===== config.mk =====
export PLATFORM = sky130hd
export DESIGN_NAME = epGateTop
export DESIGN_NICKNAME = d
export VERILOG_FILES = /design/src/rtl/epGatePkg.sv /design/src/rtl/epGateCtrl.sv /design/src/rtl/epGateRegs.sv /design/src/rtl/epGateTop.sv
export SDC_FILE = /design/constraint.sdc
export NUM_CORES = 1
export LEC_CHECK = 0
export BUFFER_PORTS_ARGS = -buffer_cell sky130_fd_sc_hd__buf_4
export CORE_MARGIN = 2
export CORE_UTILIZATION = 40
export CTS_BUF_LIST = sky130_fd_sc_hd__clkbuf_2 sky130_fd_sc_hd__clkbuf_4 sky130_fd_sc_hd__clkbuf_8
export DETAILED_ROUTE_END_ITERATION = 10
export GPL_TIMING_DRIVEN = 0
export PLACE_DENSITY = 0.94
export SYNTH_ARGS = -nofsm -noshare
export SYNTH_HDL_FRONTEND = slang
export SYNTH_SLANG_ARGS = --single-unit

===== constraint.sdc =====
create_clock -name clk -period 2.2 [get_ports clk]
set_input_delay 0.11 -clock clk [delete_from_list [all_inputs] [get_ports clk]]
set_output_delay 0.11 -clock clk [all_outputs]
set_load 0.03 [all_outputs]

===== src/rtl/epGatePkg.sv =====
package epGatePkg;
  // Decoded bus strobes handed from control to datapath
  typedef struct packed {
    logic wrHit;    // write at the register offset
    logic rdHit;    // read at the register offset
    logic linkRst;  // USB bus reset this cycle
  } regStrobe_t;
endpackage


===== src/rtl/epGateCtrl.sv =====
module epGateCtrl
  import epGatePkg::*;
#(
  parameter int ADDR_W = 8,
  parameter logic [ADDR_W-1:0] REG_OFFSET = 'h1C
) (
  input  logic              busSel,
  input  logic              busWrite,
  input  logic [ADDR_W-1:0] busAddr,
  input  logic              linkBusReset,
  output regStrobe_t        strobe
);
  logic addrHit;

  always_comb begin
    addrHit        = (busAddr == REG_OFFSET);
    strobe.wrHit   = busSel && busWrite && addrHit;
    strobe.rdHit   = busSel && !busWrite && addrHit;
    strobe.linkRst = linkBusReset;
  end
endmodule


===== src/rtl/epGateRegs.sv =====
module epGateRegs
  import epGatePkg::*;
#(
  parameter int NUM_EP  = 8,
  parameter int DATA_W  = 32,
  parameter int EN_LSB  = 0,
  parameter int RST_LSB = 16
) (
  input  logic              clk,
  input  logic              rstN,
  input  regStrobe_t        strobe,
  input  logic [DATA_W-1:0] busWdata,
  input  logic [NUM_EP-1:0] toggleClrReq,
  output logic [DATA_W-1:0] busRdata,
  output logic [NUM_EP-1:0] epActive,
  output logic [NUM_EP-1:0] epStateClr,
  output logic [NUM_EP-1:0] epToggleClr
);
  logic [NUM_EP-1:0] enBits;
  logic [NUM_EP-1:0] rstBits;

  // Enable field: follows writes only
  always_ff @(posedge clk or negedge rstN) begin
    if (!rstN)             enBits <= '0;
    else if (strobe.wrHit) enBits <= busWdata[EN_LSB +: NUM_EP];
  end

  // Reset field: link reset takes priority over a same-cycle write
  always_ff @(posedge clk or negedge rstN) begin
    if (!rstN)               rstBits <= '0;
    else if (strobe.linkRst) rstBits <= '0;
    else if (strobe.wrHit)   rstBits <= busWdata[RST_LSB +: NUM_EP];
  end

  always_comb begin
    busRdata = '0;
    if (strobe.rdHit) begin
      busRdata[EN_LSB +: NUM_EP]  = enBits;
      busRdata[RST_LSB +: NUM_EP] = rstBits;
    end
  end

  for (genvar ep = 0; ep < NUM_EP; ep++) begin : g_ep
    assign epActive[ep]    = enBits[ep];
    assign epStateClr[ep]  = rstBits[ep] | ~enBits[ep];
    assign epToggleClr[ep] = toggleClrReq[ep];
  end
endmodule


===== src/rtl/epGateTop.sv =====
module epGateTop
  import epGatePkg::*;
#(
  parameter int NUM_EP  = 8,
  parameter int DATA_W  = 32,
  parameter int ADDR_W  = 8,
  parameter logic [ADDR_W-1:0] REG_OFFSET = 'h1C,
  parameter int EN_LSB  = 0,
  parameter int RST_LSB = 16
) (
  input  logic              clk,
  input  logic              rstN,
  input  logic              busSel,
  input  logic              busWrite,
  input  logic [ADDR_W-1:0] busAddr,
  input  logic [DATA_W-1:0] busWdata,
  output logic [DATA_W-1:0] busRdata,
  input  logic              linkBusReset,
  input  logic [NUM_EP-1:0] toggleClrReq,
  output logic [NUM_EP-1:0] epActive,
  output logic [NUM_EP-1:0] epStateClr,
  output logic [NUM_EP-1:0] epToggleClr
);
  regStrobe_t strobe;

  epGateCtrl #(.ADDR_W(ADDR_W), .REG_OFFSET(REG_OFFSET)) u_ctrl (
    .busSel(busSel), .busWrite(busWrite), .busAddr(busAddr),
    .linkBusReset(linkBusReset), .strobe(strobe)
  );

  epGateRegs #(.NUM_EP(NUM_EP), .DATA_W(DATA_W), .EN_LSB(EN_LSB), .RST_LSB(RST_LSB)) u_regs (
    .clk(clk), .rstN(rstN), .strobe(strobe), .busWdata(busWdata),
    .toggleClrReq(toggleClrReq), .busRdata(busRdata), .epActive(epActive),
    .epStateClr(epStateClr), .epToggleClr(epToggleClr)
  );
endmodule


# Word-level counts from Yosys, hierarchy flattened
# Cells that the tools add are included.
# classes
n_eq_ne	1
n_bitwise	16
n_reduce_logical	6
n_mux	4
# op_table
operator	n
8-bit two-way mux	4
8-bit by 5-bit == test with 1-bit output (second input constant)	1
1-bit inverter	8
1-bit bitwise OR	8
1-bit logical AND	4
2-bit nonzero test	1
1-bit logical NOT	1
# totals
input_bits	53
reg_bits	16
out_inout_bits	56

# Longest topological paths before layout
# Gate-level depths: netlist (run 1).
# logic_depth
ltp_word	4
depth_mapped	4
depth_no_buf	3

# Modules after synthesis
# A second synthesis (run 1) with hierarchy kept.
# hier_totals
hier_cells	98
hier_area_um2	1029.7
# modules_own_cells
module	area_each_um2	cells_each	n_inst	seq_area_each_um2
epGateRegs	980.9	93	1	400.4
epGateCtrl	48.8	5	1	0.0

# Worst setup path before layout (run 1)
# Ideal clock, no wire load.
# synth_timing
path_type	input to output
startpoint	in busAddr[5]
endpoint	out busRdata[16]
required_ns	2.090
path_slack_ns	0.631
arrival_ns	1.459
cell_stages	4
cell_sequence	or4b_4 > nor4_4 > clkbuf_1 > and2_1
# synth_between
elab_chain_len	3
# synth_rtl
item	line_no	source
start, declared	epGateTop.sv:15	input logic [ADDR_W-1:0] busAddr,
8-bit by 5-bit == test with 1-bit output	epGateCtrl.sv:16	addrHit = (busAddr == REG_OFFSET);
1-bit logical AND	epGateCtrl.sv:18	strobe.rdHit = busSel && !busWrite && addrHit;
8-bit two-way mux	epGateRegs.sv:37	if (strobe.rdHit) begin
end, declared	epGateTop.sv:17	output logic [DATA_W-1:0] busRdata,
# No other way between the ends.

# Worst setup path after layout (run 1)
# layout_timing
startpoint	in busAddr[5]
endpoint	out busRdata[19]
# Same word-level chain as after synthesis.

==> results of run 1 <==
stage by stage:
stage | util (%) | setup slack (ns) | power, mW | instances
after floorplan | - | 0.631 | 0.428 | 120
after global placement | 63.6 | 0.258 | 0.500 | 219
after CTS | 65.3 | 0.250 | 0.693 | 224
after global routing | 65.3 | 0.114 | 0.721 | 224
final | 65.3 | 0.266 | 0.690 | 224
after detailed placement | 63.6 | 0.253 | 0.502 | 219
sequential cells by signal, indices dropped and copies added (netlist names):
register         flops
u_regs.epActive      8
u_regs.rstBits       8
critical path: stages:
cell	delay [ns]
buf_4	0.11
or4b_4	0.58
nor4_4	0.33
clkbuf_1	0.34
and2_1	0.19
buf_4	0.16
cell usage after synthesis:
cell type / n
conb_1: 1
nor4_4: 3
nand4b_1: 1
clkbuf_1: 2
or4b_4: 1
nand2b_1: 24
inv_1: 1
mux2_2: 8
and2_1: 16
dfrtp_1: 16
mux2i_1: 8
buf_4: 24
layout by cell type, fill, tap and decap left out:
cell type      synthesis  routed
buf_4                 24      92
nand2b_1              24      24
and2_1                16      16
conb_1                 1      16
dfrtp_1               16      16
mux2_2                 8       8
mux2i_1                8       8
nor4_4                 3       3
clkbuf_4               0       3
clkbuf_1               2       2
nand4b_1               1       1
or4b_4                 1       1
inv_1                  1       1
clkbuf_8               0       1
dlygate4sd3_1          0       1
power by group through the flow:
stage,clock network [mW],logic [mW],registers [mW]
CTS,0.195,0.196,0.302
floorplan,0,0.113,0.315
finish,0.192,0.196,0.302
global placement,0,0.193,0.307
detailed placement,0,0.195,0.308
global route,0.211,0.207,0.303
metal layers:
layer,track usage [%],vias up,part of all wire (%)
li1,-,474,-
met1,18.7,456,37
met2,28.6,55,50
met3,6.45,4,12
met4,5.10,0,0.89
met5,0,-,0
cells by family after synthesis:
family,after synthesis
DFF,16
and+or+nand+nor,45
buffers and inverters,27
muxes,16
other,1
how the worst min path moves through the flow:
stage	start	to	slack [ns]	cells after the start
2_1_floorplan	rstN	u_regs.epActive[0]	-0.19	0
3_3_place_gp	rstN	u_regs.epActive[1]	-0.02	1
3_5_place_dp	rstN	u_regs.rstBits[6]	-0.02	1
4_1_cts	busWdata[1]	u_regs.epActive[1]	0.04	2
5_1_grt	busWdata[0]	u_regs.epActive[0]	0.03	2
6_report	busWdata[1]	u_regs.epActive[1]	0.05	2
final cells by class:
type	instances	area, um2
sequential	16	400
fill	218	932
tap	31	38.8
timing repair buffer	69	520
clock buffer	4	36.3
inverter	1	3.75
multi-input combinational	77	567
buffer	26	188
==> results.cfg, run 1 <==
[outcome]
status = completed

[yosys]
yosysTopAreaCell = dfrtp_1
synth_area_leaders = dfrtp_1 (36%), buf_4 (16%), nand2b_1 (14%)
syn-instance-count = 105
synth_cell_types = 12
synth_compound_area_share_pct = 0
synth.area.mux_share_pct = 15.4
avgSynthCellArea_um2 = 10.5
synth_top_family_by_area = simple AND/OR/NAND/NOR gates
synth_fa_ha_area_share_pct = 0
syn_area_mm2 = 0.00110
synth_warnings = 0
synth_seq_cells = 16
synth_xor_area_share_pct = 0
synth_top_area_share_pct = 36.3
synthSimpleGateAreaFrac_pct = 30.5
seq_area_frac_synth_pct = 36.3

[power_and_ir_drop]
power.net_switching_mw = 0.200
clkPwrFrac_pct = 27.9
intPower_mw = 0.490
powerDensity_mw_per_mm2 = 393
cellLeakagePower_nw = 0.926
ir_drop_mv = 0.394
pwr-share-seq_pct = 43.7
p_sw_share_pct = 28.9
comb_power_share_pct = 28.4

[sta]
slew_violations = 0
finClkSkew_ns = 0
tightest_slew_ns = 0.739
final_hold_viol_count = 0
setup_viol = 0
hold_ws_ns = 0.0474
period_minus_slack_ns = 1.93
max_freq_mhz = 517
tns_ns = 0
min_period_over_period_pct = 87.9
timing.slew.headroom_pct = 50.3
rsz0062_at_grt = no

[job]
drv_cap = 0

[grt]
grt_pass1_wl_mm = 4.18
antenna_found_initial = 0
grt_max_degree = 17
grt_usage_pct = 16.6
overflow = 0
grt_pass1_vias = 939

[floorplan]
die_y_um = 56.5
core_mm2 = 0.00269
initial_utilization_pct = 41.0
die_x_um = 56.5
io_pins = 109
dieArea_mm2 = 0.00319
rows = 19

[clocking]
cts_hold_buf = 1
cts_max_level = 1
numCtsBuffers = 3
clockBufferDepth = 2
insertion_delay_ns = 0.28
post_cts_buffers = 0
cts.reportedPaths.clkPinSlew_ns = 0.09
cts_resized = 0
cts.sinks = 16
cts_tree = built
root_buffer = clkbuf_4

[setup_path]
r2r_end = u_regs.epActive[5]
path_max_fanout = 10
crit_path_end_kind = output port
cp-startpoint = busAddr[5]
crit_end = busRdata[19]
reg2reg_slack_ns = 1.40
cp.arrival_ns = 1.82
crit_type = in -> out
cp-start-kind = primary input
reg2regPathDepth = 1
required_ns = 2.09
reg2reg_from = u_regs.epActive[5]

[final_layout]
diodes = 0
areaGrowthSynthToFinish_pct = 59.1
drive_gt1_share_pct = 56.0
nets = 247
final_cell_area_mm2 = 0.00175

[drt]
viasPerCell = 4.42
num_vias = 989
dr.pass1.iters = 4
drt_iter0_drc = 11
wl_per_cell_um = 11.5
wl_mm = 2.58
drc = 0
drtAntennaViolNets = 0

[placed_design]
postPlaceCellArea_mm2 = 0.00171
place.detailed.hpwl_mm = 2.10
gp_congestion = 0.707
io_buffers = 68

[hold_path]
hp-class = in -> reg
(Power assumes the default switching activity.)
==> inputs of run 2 (changes only) <==
Settings changed: ABC_AREA from default to 1, PLACE_DENSITY 0.94 to 0.93.
==> run 2 against run 1 <==
Design area increased by 1.1%. Die area increased by 2.7%. Non-clock buffer count increased by 3. Global-route usage increased by 0.94 points. Synthesized cell count increased by 50%. Critical endpoint is now busRdata[20].
==> results.cfg, run 2 <==
[outcome]
status = completed

[clocking]
insertion_delay_ns = 0.29
cts_tree = built
cts.sinks = 16
numCtsBuffers = 3
root_buffer = clkbuf_4
cts_max_level = 1
cts.reportedPaths.clkPinSlew_ns = 0.09
post_cts_buffers = 0
clockBufferDepth = 2

[yosys]
synth_fa_ha_area_share_pct = 0
yosys-top-cells-count = nand2_1 (39), buf_4 (26), inv_1 (24), dfrtp_1 (16), nand3_1 (16)
yosysTopAreaCell = dfrtp_1
synth_top_family_by_area = simple AND/OR/NAND/NOR gates
synth_xor_area_share_pct = 0
synth_compound_area_share_pct = 0
seq_area_frac_synth_pct = 35.3
synth_warnings = 0
synth_top_area_share_pct = 35.3
async_flop_share_pct = 100
synth_most_common_cell = nand2_1
avgSynthCellArea_um2 = 7.18
synthSimpleGateAreaFrac_pct = 37.2
synth.area.mux_share_pct = 0
synth_edf_count = 0
syn-instance-count = 158
syn_area_mm2 = 0.00113
synth_seq_cells = 16
synth_cell_types = 16
synth_area_leaders = dfrtp_1 (35%), buf_4 (17%), nand2_1 (13%)
ys.flop_type = dfrtp_1

[setup_path]
r2r_end = u_regs.epActive[6]
worst_path_largest_cell_delay_ns = 0.23
cp_common_cell = buf_4
reg2reg_slack_ns = 1.55
crit_type = in -> out
cp-startpoint = busAddr[5]
crit_end = busRdata[20]
required_ns = 2.09
reg2regPathDepth = 2
critPathSlowestCell = nor2_4
path_max_fanout = 10
crit_path_end_kind = output port
reg2reg_from = u_regs.epActive[6]
path_cells = buf_4, nor2_1, nand2_1, nor2_4, nand3b_4, buf_6, nor2_2, buf_4
cp-start-kind = primary input
cp.arrival_ns = 1.27

[sta]
min_period_over_period_pct = 62.8
slew_violations = 0
tns_ns = 0
final_hold_viol_count = 0
rsz0062_at_grt = no
setup_viol = 0
max_freq_mhz = 724
period_minus_slack_ns = 1.38
finClkSkew_ns = 0

[grt]
gr-usage-met2_pct = 31.0
gr-usage-met3_pct = 3.85
grt-busiest-layer = met2
grt_max_degree = 17
grt_pass1_vias = 1034
grt_usage_pct = 17.5
overflow = 0
globalRouteMet1Util_pct = 20.4
grt_pass1_wl_mm = 4.47
antenna_found_initial = 0

[final_layout]
areaGrowthSynthToFinish_pct = 56.2
multiInputGateArea_um2 = 482
nets = 300
final-seq-area_um2 = 400
final_cell_mix = buf_4 (94), nand2_1 (39), inv_1 (24)
final_common_cell = buf_4
drive_gt1_share_pct = 45.7
fillers = 261
diodes = 0

[drt]
dr.pass1.iters = 4
wl_per_cell_um = 10.1
num_vias = 1187
wl_mm = 2.79
drt_iter0_drc = 30
drc = 0
drtAntennaViolNets = 0
viasPerCell = 4.30

[power_and_ir_drop]
powerDensity_mw_per_mm2 = 371
total_power_mw = 0.658
ir_drop_mv = 0.264
cellLeakagePower_nw = 1.01

[floorplan]
rows = 19
io_pins = 109
die_x_um = 57.3
initial_utilization_pct = 41.5
die_y_um = 57.3
core_mm2 = 0.00273
dieArea_mm2 = 0.00328

[hold_path]
hp-class = in -> reg

[placed_design]
place.detailed.hpwl_mm = 2.26
io_buffers = 68
gp_congestion = 0.727

[job]
drv_cap = 0
==> run 2: cell types whose count changed in the layout (fill, tap and decap cells not counted), sizes merged, moves of 3 or more <==
cell | previous run | this run
nand2 | 0 | 39
nand3 | 0 | 17
buf | 92 | 96
and2 | 16 | 0
nor2 | 0 | 22
mux2 | 8 | 0
nand4 | 0 | 8
nand2b | 24 | 0
nor4 | 3 | 0
inv | 1 | 24
mux2i | 8 | 0
==> run 2: worst min-delay path by stage <==
stage / from / endpoint / slack [ns] / depth (start not counted)
final: busWdata[5] / u_regs.epActive[5] / 0.04 / 3
after global routing: busWdata[3] / u_regs.epActive[3] / 0.06 / 3
after global placement: rstN / u_regs.epActive[6] / -0.02 / 1
after CTS: busWdata[5] / u_regs.epActive[5] / 0.04 / 3
after detailed placement: rstN / u_regs.epActive[2] / -0.02 / 1
after floorplan: rstN / u_regs.epActive[0] / -0.19 / 0
==> run 2: where the power goes <==
part | total (mW) | internal [mW] | switching (mW)
registers | 0.302 | 0.298 | 0.00410
logic | 0.199 | 0.0877 | 0.111
clock network | 0.157 | 0.0638 | 0.0930
total | 0.658 | 0.449 | 0.208
==> run 2: layout make-up <==
type	instances	share of cell area, %
plain buffers	29	12.1
clock buffers	3	1.27
inverters	25	5.29
multi-input cells	103	27.2
flip-flops and latches	16	22.6
well taps	31	2.19
repair buffers	69	29.4
==> run 2: cell families after synthesis <==
logic type             count (synthesis)
buffers and inverters                 54
DFF                                   16
and+or+nand+nor                       87
other                                  1
==> run 2: repair_timing <==
action | 4_1_cts | 5_1_grt
hold buffers | 1 | 0
hold endpoints to repair | 16 | 0
gates resized for setup | 0 | 0
==> run 2: routing by layer <==
| layer | share of wire [%] | vias to the layer above |
|---|---|---|
| met5 | 0 | - |
| met4 | 2.0 | 0 |
| met3 | 8.8 | 5 |
| met2 | 50 | 58 |
| met1 | 39 | 508 |
| li1 | - | 616 |
==> run 2: critical path, delay by kind of cell <==
kind / cells / cell delay (ns)
AND/OR/NAND/NOR: 5 / 0.69
buffers and inverters: 3 / 0.46
==> run 2: metrics by stage <==
step	hold WS [ns]	instances	setup slack (ns)	util (%)	area, um2
4_1_cts	0.0425	276	0.792	64.9	1770
5_1_grt	0.0570	276	0.705	64.9	1770
3_3_place_gp	-0.0241	272	0.837	63.7	1740
6_report	0.0353	276	0.818	64.9	1770
2_1_floorplan	-0.186	173	1.06	-	1190
3_5_place_dp	-0.0234	272	0.792	63.7	1740
